**src/rtl/pktgen_pkg.sv**
```systemverilog
package pktgen_pkg;
  typedef struct packed {
    logic runLoad;   // capture lengths, zero counters
    logic beatAdv;   // one beat accepted
    logic clearAll;  // abort and clear
  } ctrl_strobes_t;
endpackage

```
**src/rtl/pktgen_ctrl.sv**
```systemverilog
module pktgen_ctrl
  import pktgen_pkg::*;
(
  input  logic          clk,
  input  logic          rst_n,
  input  logic          swClear,
  input  logic          startReq,
  input  logic          mTready,
  input  logic          finalBeat,
  output logic          busy,
  output ctrl_strobes_t strobes
);
  logic startPrev;
  logic startRise;
  logic beatFire;

  assign startRise = startReq & ~startPrev;
  assign beatFire  = busy & mTready;

  always_comb begin
    strobes.clearAll = swClear;
    strobes.runLoad  = ~swClear & ~busy & startRise;
    strobes.beatAdv  = ~swClear & beatFire;
  end

  always_ff @(posedge clk or negedge rst_n) begin
    if (!rst_n) begin
      startPrev <= 1'b0;
      busy      <= 1'b0;
    end else begin
      startPrev <= startReq;
      if (swClear)
        busy <= 1'b0;
      else if (!busy && startRise)
        busy <= 1'b1;
      else if (beatFire && finalBeat)
        busy <= 1'b0;
    end
  end

  assert_clear_idle_R8: assert property (@(posedge clk) disable iff (!rst_n)
    swClear |=> !busy);

  assert_busy_hold_R7: assert property (@(posedge clk) disable iff (!rst_n)
    (busy && !swClear && !(mTready && finalBeat)) |=> busy);

endmodule

```
**src/rtl/pktgen_datapath.sv**
```systemverilog
module pktgen_datapath
  import pktgen_pkg::*;
#(
  parameter int DATA_W = 32,
  parameter int CNT_W  = 16
)(
  input  logic              clk,
  input  logic              rst_n,
  input  ctrl_strobes_t     strobes,
  input  logic [CNT_W-1:0]  beatsMinusOne,
  input  logic [CNT_W-1:0]  packetsMinusOne,
  output logic [DATA_W-1:0] mTdata,
  output logic              mTlast,
  output logic              finalBeat
);
  logic [CNT_W-1:0]  beatLenQ;
  logic [CNT_W-1:0]  pktLenQ;
  logic [CNT_W-1:0]  beatCnt;
  logic [CNT_W-1:0]  pktCnt;
  logic [DATA_W-1:0] dataCnt;
  logic              beatWrap;

  assign beatWrap  = (beatCnt == beatLenQ);
  assign mTlast    = beatWrap;
  assign finalBeat = beatWrap && (pktCnt == pktLenQ);
  assign mTdata    = dataCnt;

  always_ff @(posedge clk or negedge rst_n) begin
    if (!rst_n) begin
      beatLenQ <= '0;
      pktLenQ  <= '0;
      beatCnt  <= '0;
      pktCnt   <= '0;
      dataCnt  <= '0;
    end else if (strobes.clearAll) begin
      beatLenQ <= '0;
      pktLenQ  <= '0;
      beatCnt  <= '0;
      pktCnt   <= '0;
      dataCnt  <= '0;
    end else if (strobes.runLoad) begin
      beatLenQ <= beatsMinusOne;
      pktLenQ  <= packetsMinusOne;
      beatCnt  <= '0;
      pktCnt   <= '0;
      dataCnt  <= '0;
    end else if (strobes.beatAdv) begin
      dataCnt <= dataCnt + 1'b1;
      if (beatWrap) begin
        beatCnt <= '0;
        pktCnt  <= pktCnt + 1'b1;
      end else begin
        beatCnt <= beatCnt + 1'b1;
      end
    end
  end

  assert_data_step_R5: assert property (@(posedge clk) disable iff (!rst_n)
    (strobes.beatAdv && !strobes.clearAll) |=> mTdata == $past(mTdata) + 1'b1);

  assert_tlast_rollover_R4: assert property (@(posedge clk) disable iff (!rst_n)
    (strobes.beatAdv && !strobes.clearAll && mTlast && !finalBeat)
      |=> (beatCnt == '0) && (pktCnt == $past(pktCnt) + 1'b1));

endmodule

```
**src/rtl/pkt_pattern_gen.sv**
```systemverilog
module pkt_pattern_gen
  import pktgen_pkg::*;
#(
  parameter int DATA_W = 32,
  parameter int CNT_W  = 16
)(
  input  logic              clk,
  input  logic              rst_n,
  input  logic              swClear,
  input  logic              startReq,
  input  logic [CNT_W-1:0]  beatsMinusOne,
  input  logic [CNT_W-1:0]  packetsMinusOne,
  output logic              busy,
  output logic [DATA_W-1:0] mTdata,
  output logic              mTvalid,
  output logic              mTlast,
  input  logic              mTready
);
  ctrl_strobes_t strobes;
  logic          finalBeat;

  pktgen_ctrl ctrl_i (
    .clk       (clk),
    .rst_n     (rst_n),
    .swClear   (swClear),
    .startReq  (startReq),
    .mTready   (mTready),
    .finalBeat (finalBeat),
    .busy      (busy),
    .strobes   (strobes)
  );

  pktgen_datapath #(.DATA_W(DATA_W), .CNT_W(CNT_W)) dp_i (
    .clk             (clk),
    .rst_n           (rst_n),
    .strobes         (strobes),
    .beatsMinusOne   (beatsMinusOne),
    .packetsMinusOne (packetsMinusOne),
    .mTdata          (mTdata),
    .mTlast          (mTlast),
    .finalBeat       (finalBeat)
  );

  assign mTvalid = busy;

  assert_hold_stall_R3: assert property (@(posedge clk) disable iff (!rst_n)
    (mTvalid && !mTready && !swClear)
      |=> mTvalid && $stable(mTdata) && $stable(mTlast));

endmodule

```
**config.mk**
```make
export PLATFORM = sky130hd
export DESIGN_NAME = pkt_pattern_gen
export DESIGN_NICKNAME = d
export VERILOG_FILES = /design/src/rtl/pktgen_pkg.sv /design/src/rtl/pktgen_ctrl.sv /design/src/rtl/pktgen_datapath.sv /design/src/rtl/pkt_pattern_gen.sv
export SDC_FILE = /design/constraint.sdc
export NUM_CORES = 1
export LEC_CHECK = 0
export CAP_MARGIN = 10
export CORE_AREA = 8 8 152 154
export CTS_CLUSTER_DIAMETER = 30
export CTS_CLUSTER_SIZE = 30
export DETAILED_ROUTE_END_ITERATION = 6
export DIE_AREA = 0 0 160 162
export GPL_TIMING_DRIVEN = 0
export PLACE_DENSITY = 0.49
export RECOVER_POWER = 100
export SLEW_MARGIN = 10
export SYNTH_ARGS = -nofsm -noshare
export SYNTH_HDL_FRONTEND = slang
export SYNTH_SLANG_ARGS = --single-unit
```
**constraint.sdc**
```tcl
create_clock -name clk -period 2.5 [get_ports clk]
set_clock_uncertainty 0.05 [all_clocks]
set_input_delay 0.375 -clock clk [delete_from_list [all_inputs] [get_ports clk]]
set_output_delay 0.375 -clock clk [all_outputs]
set_load 0.01 [all_outputs]
```
; Word level (Yosys, flattened, before mapping)
; Index checks and enable logic that the tools add are counted.
[totals]
ff_bits = 98
output_inout_bits = 35
elab_cells = 47
[classes]
add_sub_neg = 3
n_eq_ne = 2
muxes = 18
n_bitwise = 8
n_reduce_logical = 9
[ops]
columns = cell, n
row1 = $mux 16, 12
row2 = $mux 32, 3
row3 = $add 16x1->16 const B, 2
row4 = $add 32x1->32 const B, 1
row5 = $eq 16x16->1, 2
row6 = $reduce_bool 3->1, 3
row7 = $and 1x1->1, 5
row8 = $logic_and 1x1->1, 3
row9 = $mux 1, 3
row10 = $not 1->1, 3
row11 = $reduce_and 2->1, 1
row12 = $reduce_bool 2->1, 1
row13 = $logic_not 1->1, 1

; Logic depth before layout (Yosys ltp)
[depth]
ltp_word = 6
mapped_depth = 8

; Hierarchy
; Synthesis repeated with hierarchy kept, for this count alone.
[hier_totals]
cells_unflattened = 511
hier_area_um2 = 5132.4
[by_module_without_submodules]
columns = module, instances, cells_per_inst, area_per_inst_um2
row1 = pktgen_datapath, 1, 502, 5021.1
row2 = pktgen_ctrl, 1, 8, 103.8
row3 = pkt_pattern_gen, 1, 1, 7.5

; Worst setup path before layout
; OpenSTA, ideal clock, no wires.
[synth_timing]
kind = register -> register
start = reg ctrl_i.busy
end = reg dp_i.pktCnt[7]
t_arrival_ps = 1858
path_slack_ps = 514
stages_incl_launch_ff = 8
path_cell_list = dfrtp_1 -> nor3b_2 -> or3_1 -> buf_2 -> nand3_1 -> clkbuf_1 -> or4_1 -> a21oi_1
[synth_between]
elab_chain_cells = 5
[synth_lines]
columns = item, line_no
row1 = start: declaration, pktgen_ctrl.sv:10  ; output logic busy,
row2 = start signal: assignment, pktgen_ctrl.sv:29  ; busy <= 1'b0;
row3 = start signal: assignment, pktgen_ctrl.sv:33  ; busy <= 1'b0;
row4 = start signal: assignment, pktgen_ctrl.sv:35  ; busy <= 1'b1;
row5 = $not 1->1, pktgen_ctrl.sv:22  ; strobes.runLoad = ~swClear & ~busy & startRise;
row6 = $and 1x1->1 (2 in series), pktgen_ctrl.sv:22
row7 = $reduce_bool 3->1 (no source line) / $mux 16 (equally long branches), n/a
row8 = $reduce_and 2->1 (no source line) / $mux 16 (equally long branches), n/a
row9 = end signal: assignment, pktgen_datapath.sv:51  ; pktCnt <= pktCnt + 1'b1;
row10 = end: declaration, pktgen_datapath.sv:19  ; logic [CNT_W-1:0] pktCnt;
; Parallel ways exist; a longest one is shown, timed or not.
; A chain may end at the register's enable or synchronous reset.

; Worst setup path after layout
[layout_timing]
start = reg dp_i.beatCnt[7]
end = reg dp_i.pktCnt[5]
[layout_between]
elab_chain_cells = 3
[layout_lines]
columns = item, line_no
row1 = start: declaration, pktgen_datapath.sv:18  ; logic [CNT_W-1:0] beatCnt;
row2 = start signal: assignment, pktgen_datapath.sv:53  ; beatCnt <= beatCnt + 1'b1;
row3 = $eq 16x16->1, pktgen_datapath.sv:23  ; assign beatWrap = (beatCnt == beatLenQ);
row4 = $reduce_bool 3->1 (no source line), n/a
row5 = $reduce_and 2->1 (no source line), n/a
; Every way passes these cells.

==> key figures <==
Drt
  – DRT iter0 DRCs: 240
  – Wire length per cell: 15.1 um
  – Post-DR vias/cell: 4.62
  – Post-route antenna net violation count: 0
  – DRC: 0
  – DRT Wirelength: 13.8 mm
  – Via count: 4231
  – First-pass DRT Iterations: 4

Power and ir drop
  – Lkg Pwr: 0.00281 uW
  – Peak VDD IR: 0.000291 V
  – Net Sw Frac: 0.245
  – Psw: 855 uW
  – Flop pwr share: 0.472
  – Clk pwr share: 0.433
  – Tot Pwr: 3480 uW
  – Pwr/cell area: 534 nW/um2
  – Comb pwr share: 0.096
  – Pint: 2630 uW

Synth
  – Count of cell types in the netlist: 39
  – Cells after synthesis: 547
  – Ys Warns: 0
  – Synth Net Count: 587
  – Sequential fraction of the synthesis area: 0.484
  – Yosys reg bits: 98
  – Post-Syn Area: 5060 um2
  – Mapped Avg Cell Area: 9.26 um2

Floorplanning
  – Num rows: 53
  – Die footprint: 25900 um2
  – Die Span X: 160 um
  – Die Y: 162 um
  – Starting Density: 0.245
  – Total core area: 20700 um2
  – Ports: 72

Cells and area
  – Fillcell total: 2151
  – Ant. Diodes: 0
  – Final Instance Count excl. Fillers: 915
  – Final instance area: 6520 um2
  – Layout Nets: 675
  – Layout area overhead: 28.7%
  – Layout cell share with drive strength beyond 1: 0.0656

Setup path
  – CP Class: reg2reg
  – Crit-path cells: xor2_1 > nor4_2 > nand4_1 > buf_4 > buf_2 > or4_1 > a21oi_1
  – Crit Path Max Fanout: 10
  – Crit Reg-Reg Startpoint: dp_i.beatCnt[7]
  – CP required: 2.72 ns
  – Worst R2R Path Depth: 7
  – Crit path capture type: flop
  – Reg2reg end: dp_i.pktCnt[5]
  – Crit path launch type: flop
  – Critical path arrival: 2.62 ns
  – Slowest CP cell: or4_1
  – Crit-path max cell delay: 0.51 ns
  – Flop2flop setup slack: 0.1 ns

STA
  – Final Hold Vio Count: 0
  – Max_slew headroom: 0.234
  – Worst Slack Setup Final: 0.0954 ns
  – Period utilization: 0.962
  – TNS Setup: 0 ns
  – Slew @ Worst Pin: 1.15 ns
  – Final slew viol count: 0
  – Fmax: 0.416 GHz
  – # setup viols final: 0
  – Crit path time final: 2.40 ns
  – RSZ-0062 raised after global routing: no

Hold path
  – Worst hold start: dp_i.beatLenQ[6]
  – Hold path depth: 2
  – Worst Hold Path EP: dp_i.beatLenQ[6]
  – Worst hold path class: reg2reg

Clocking
  – Clk root buf: clkbuf_16
  – Htree depth: 3
  – Skew-Pair Late Insertion Delay: 0.35 ns
  – CTS tree: built
  – Clock Sinks: 98
  – Clk slew on worst S/H paths: 0.07 ns
  – CTS Buffer Depth: 2
  – CTS buffer count: 9

Run status
  – Status: completed

Global routing
  – Global-route track usage on met1: 0.145
  – Gr ovfl total: 0
  – GR peak layer: met2
  – Global-route wire length before repair: 22.9 mm
  – Met2 Resource Use GR: 0.168
  – GR Util All Layers: 0.108
  – Largest net degree at the start of global routing: 56
  – Met3 usage: 0.0289
  – Vias in the first global route: 4358
  – Initial antenna violation count: 0

Placed design
  – Area after DPL: 6140 um2
  – Place WS: -0.548 ns
  – GP Congestion: 0.797
  – Placed cell count: 894
  – Number of port buffers: 71
  – DPL Wire Length: 10.2 mm

Flow run
  – Max Cap Viol: 0
synth_stat cells:
library cell  instances  share of area
o311a_1               2         0.0040
buf_4                 1         0.0015
nand2_1              55          0.041
xor2_1               51          0.088
o31a_1                1         0.0017
nor3b_2               1         0.0025
a311oi_1              1         0.0017
o21a_1                1         0.0015
or4_1                10          0.015
and4_1                4         0.0069
nor2b_1               1         0.0012
buf_1                 2         0.0015
ha_1                  3         0.0074
a21boi_0              1         0.0015
nor4_1                6         0.0074
or3_1                11          0.014
nor3_4                1         0.0032
inv_1                12         0.0089
o31ai_1               9          0.013
or2_2                 1         0.0012
and2_1                4         0.0049
xnor2_1              18          0.031
nand4_1              28          0.035
nor3_1                6         0.0059
nand2b_1             32          0.040
o21ai_0              44          0.043
a21oi_1              24          0.024
nor4_2                1         0.0025
nand3_1              27          0.027
dfrtp_1              98           0.48
nand4b_1              2         0.0035
nor2_1               45          0.033
buf_2                 4         0.0040
and3_1               12          0.015
o22ai_1               1         0.0012
o211ai_1              1         0.0015
clkbuf_1             24          0.018
nand4_2               1         0.0025
a31o_2                1         0.0017
sequential cells by signal, indices dropped and copies added (netlist names):
| name | cells |
|---|---|
| dp_i.mTdata | 32 |
| dp_i.pktCnt | 16 |
| dp_i.pktLenQ | 16 |
| dp_i.beatLenQ | 16 |
| ctrl_i.startPrev | 1 |
| ctrl_i.busy | 1 |
| dp_i.beatCnt | 16 |
logic make-up after synthesis:
logic type	synth area share
AND/OR/NAND/NOR	0.260
flip-flops	0.484
AO/OA/AOI/OAI	0.0954
XOR/XNOR	0.119
buffers and inverters	0.0336
adder cells (fa/ha/maj)	0.00741
what timing repair did:
item / 4_1_cts / 5_1_grt
hold buffers: 1 / 0
gates resized for setup: 7 / 7
pin swaps: 1 / 3
setup buffers: 2 / 2
setup endpoints to repair: 38 / 16
endpoints found under the hold margin: 32 / 0
power groups by stage:
stage	Sequential, uW	Combinational, uW	Clock, uW
finish	1640	334	1510
global route	1650	369	1620
CTS	1640	340	1560
detailed placement	1670	326	0
global placement	1670	318	0
floorplan	1670	149	0
worst max-delay path by stage:
stage                          startpoint              end  slack, ns  cells after the start
after floorplan               ctrl_i.busy   dp_i.pktCnt[7]       0.51                      7
after detailed placement         startReq   dp_i.mTdata[7]      -0.55                      7
after global routing      dp_i.beatCnt[7]   dp_i.pktCnt[5]      0.008                      7
after global placement              rst_n  dp_i.pktLenQ[2]      -2.82                      1
after CTS                 dp_i.beatCnt[8]  dp_i.pktCnt[13]       0.02                      8
final                     dp_i.beatCnt[7]   dp_i.pktCnt[5]        0.1                      7
layer usage:
layer,up-vias,share of wire
li1,2069,-
met1,2046,0.50
met2,104,0.44
met3,12,0.049
met4,0,0.013
met5,-,0
cell usage in the layout (no fill, tap or decap), types with 22 or more instances in the layout:
| cell type | n |
|---|---|
| nand3_1 | 27 |
| clkbuf_1 | 22 |
| nand4_1 | 28 |
| dlygate4sd3_1 | 35 |
| dfrtp_1 | 96 |
| nor2_1 | 45 |
| o21ai_0 | 44 |
| nand2_1 | 55 |
| nand2b_1 | 32 |
| clkdlybuf4s50_1 | 35 |
| xor2_1 | 51 |
| a21oi_1 | 24 |
metrics by stage:
| stage | hold WS, ns | utilization |
|---|---|---|
| floorplan | 0.0294 | - |
| global placement | 0.496 | 0.296 |
| detailed placement | 0.370 | 0.297 |
| CTS | 0.477 | 0.314 |
| global route | 0.519 | 0.315 |
| finish | 0.510 | 0.315 |
critical path, delay by kind of cell, from the launching register on:
| family | cells | cell delay (ns) |
|---|---|---|
| AND/OR/NAND/NOR | 3 | 1.06 |
| flip-flops | 1 | 0.45 |
| buffers and inverters | 2 | 0.40 |
| XOR/XNOR | 1 | 0.18 |
| AO/OA/AOI/OAI | 1 | 0.16 |
cell type report:
| type | count | area, um2 | area share |
|---|---|---|---|
| buffer | 31 | 130 | 0.0200 |
| inverter | 12 | 45.0 | 0.00691 |
| sequential | 98 | 2450 | 0.377 |
| timing repair buffer | 77 | 772 | 0.118 |
| tap | 275 | 344 | 0.0528 |
| clock inverter | 7 | 93.8 | 0.0144 |
| multi-input combinational | 406 | 2450 | 0.376 |
| clock buffer | 9 | 225 | 0.0345 |
(Power assumes the default switching activity.)
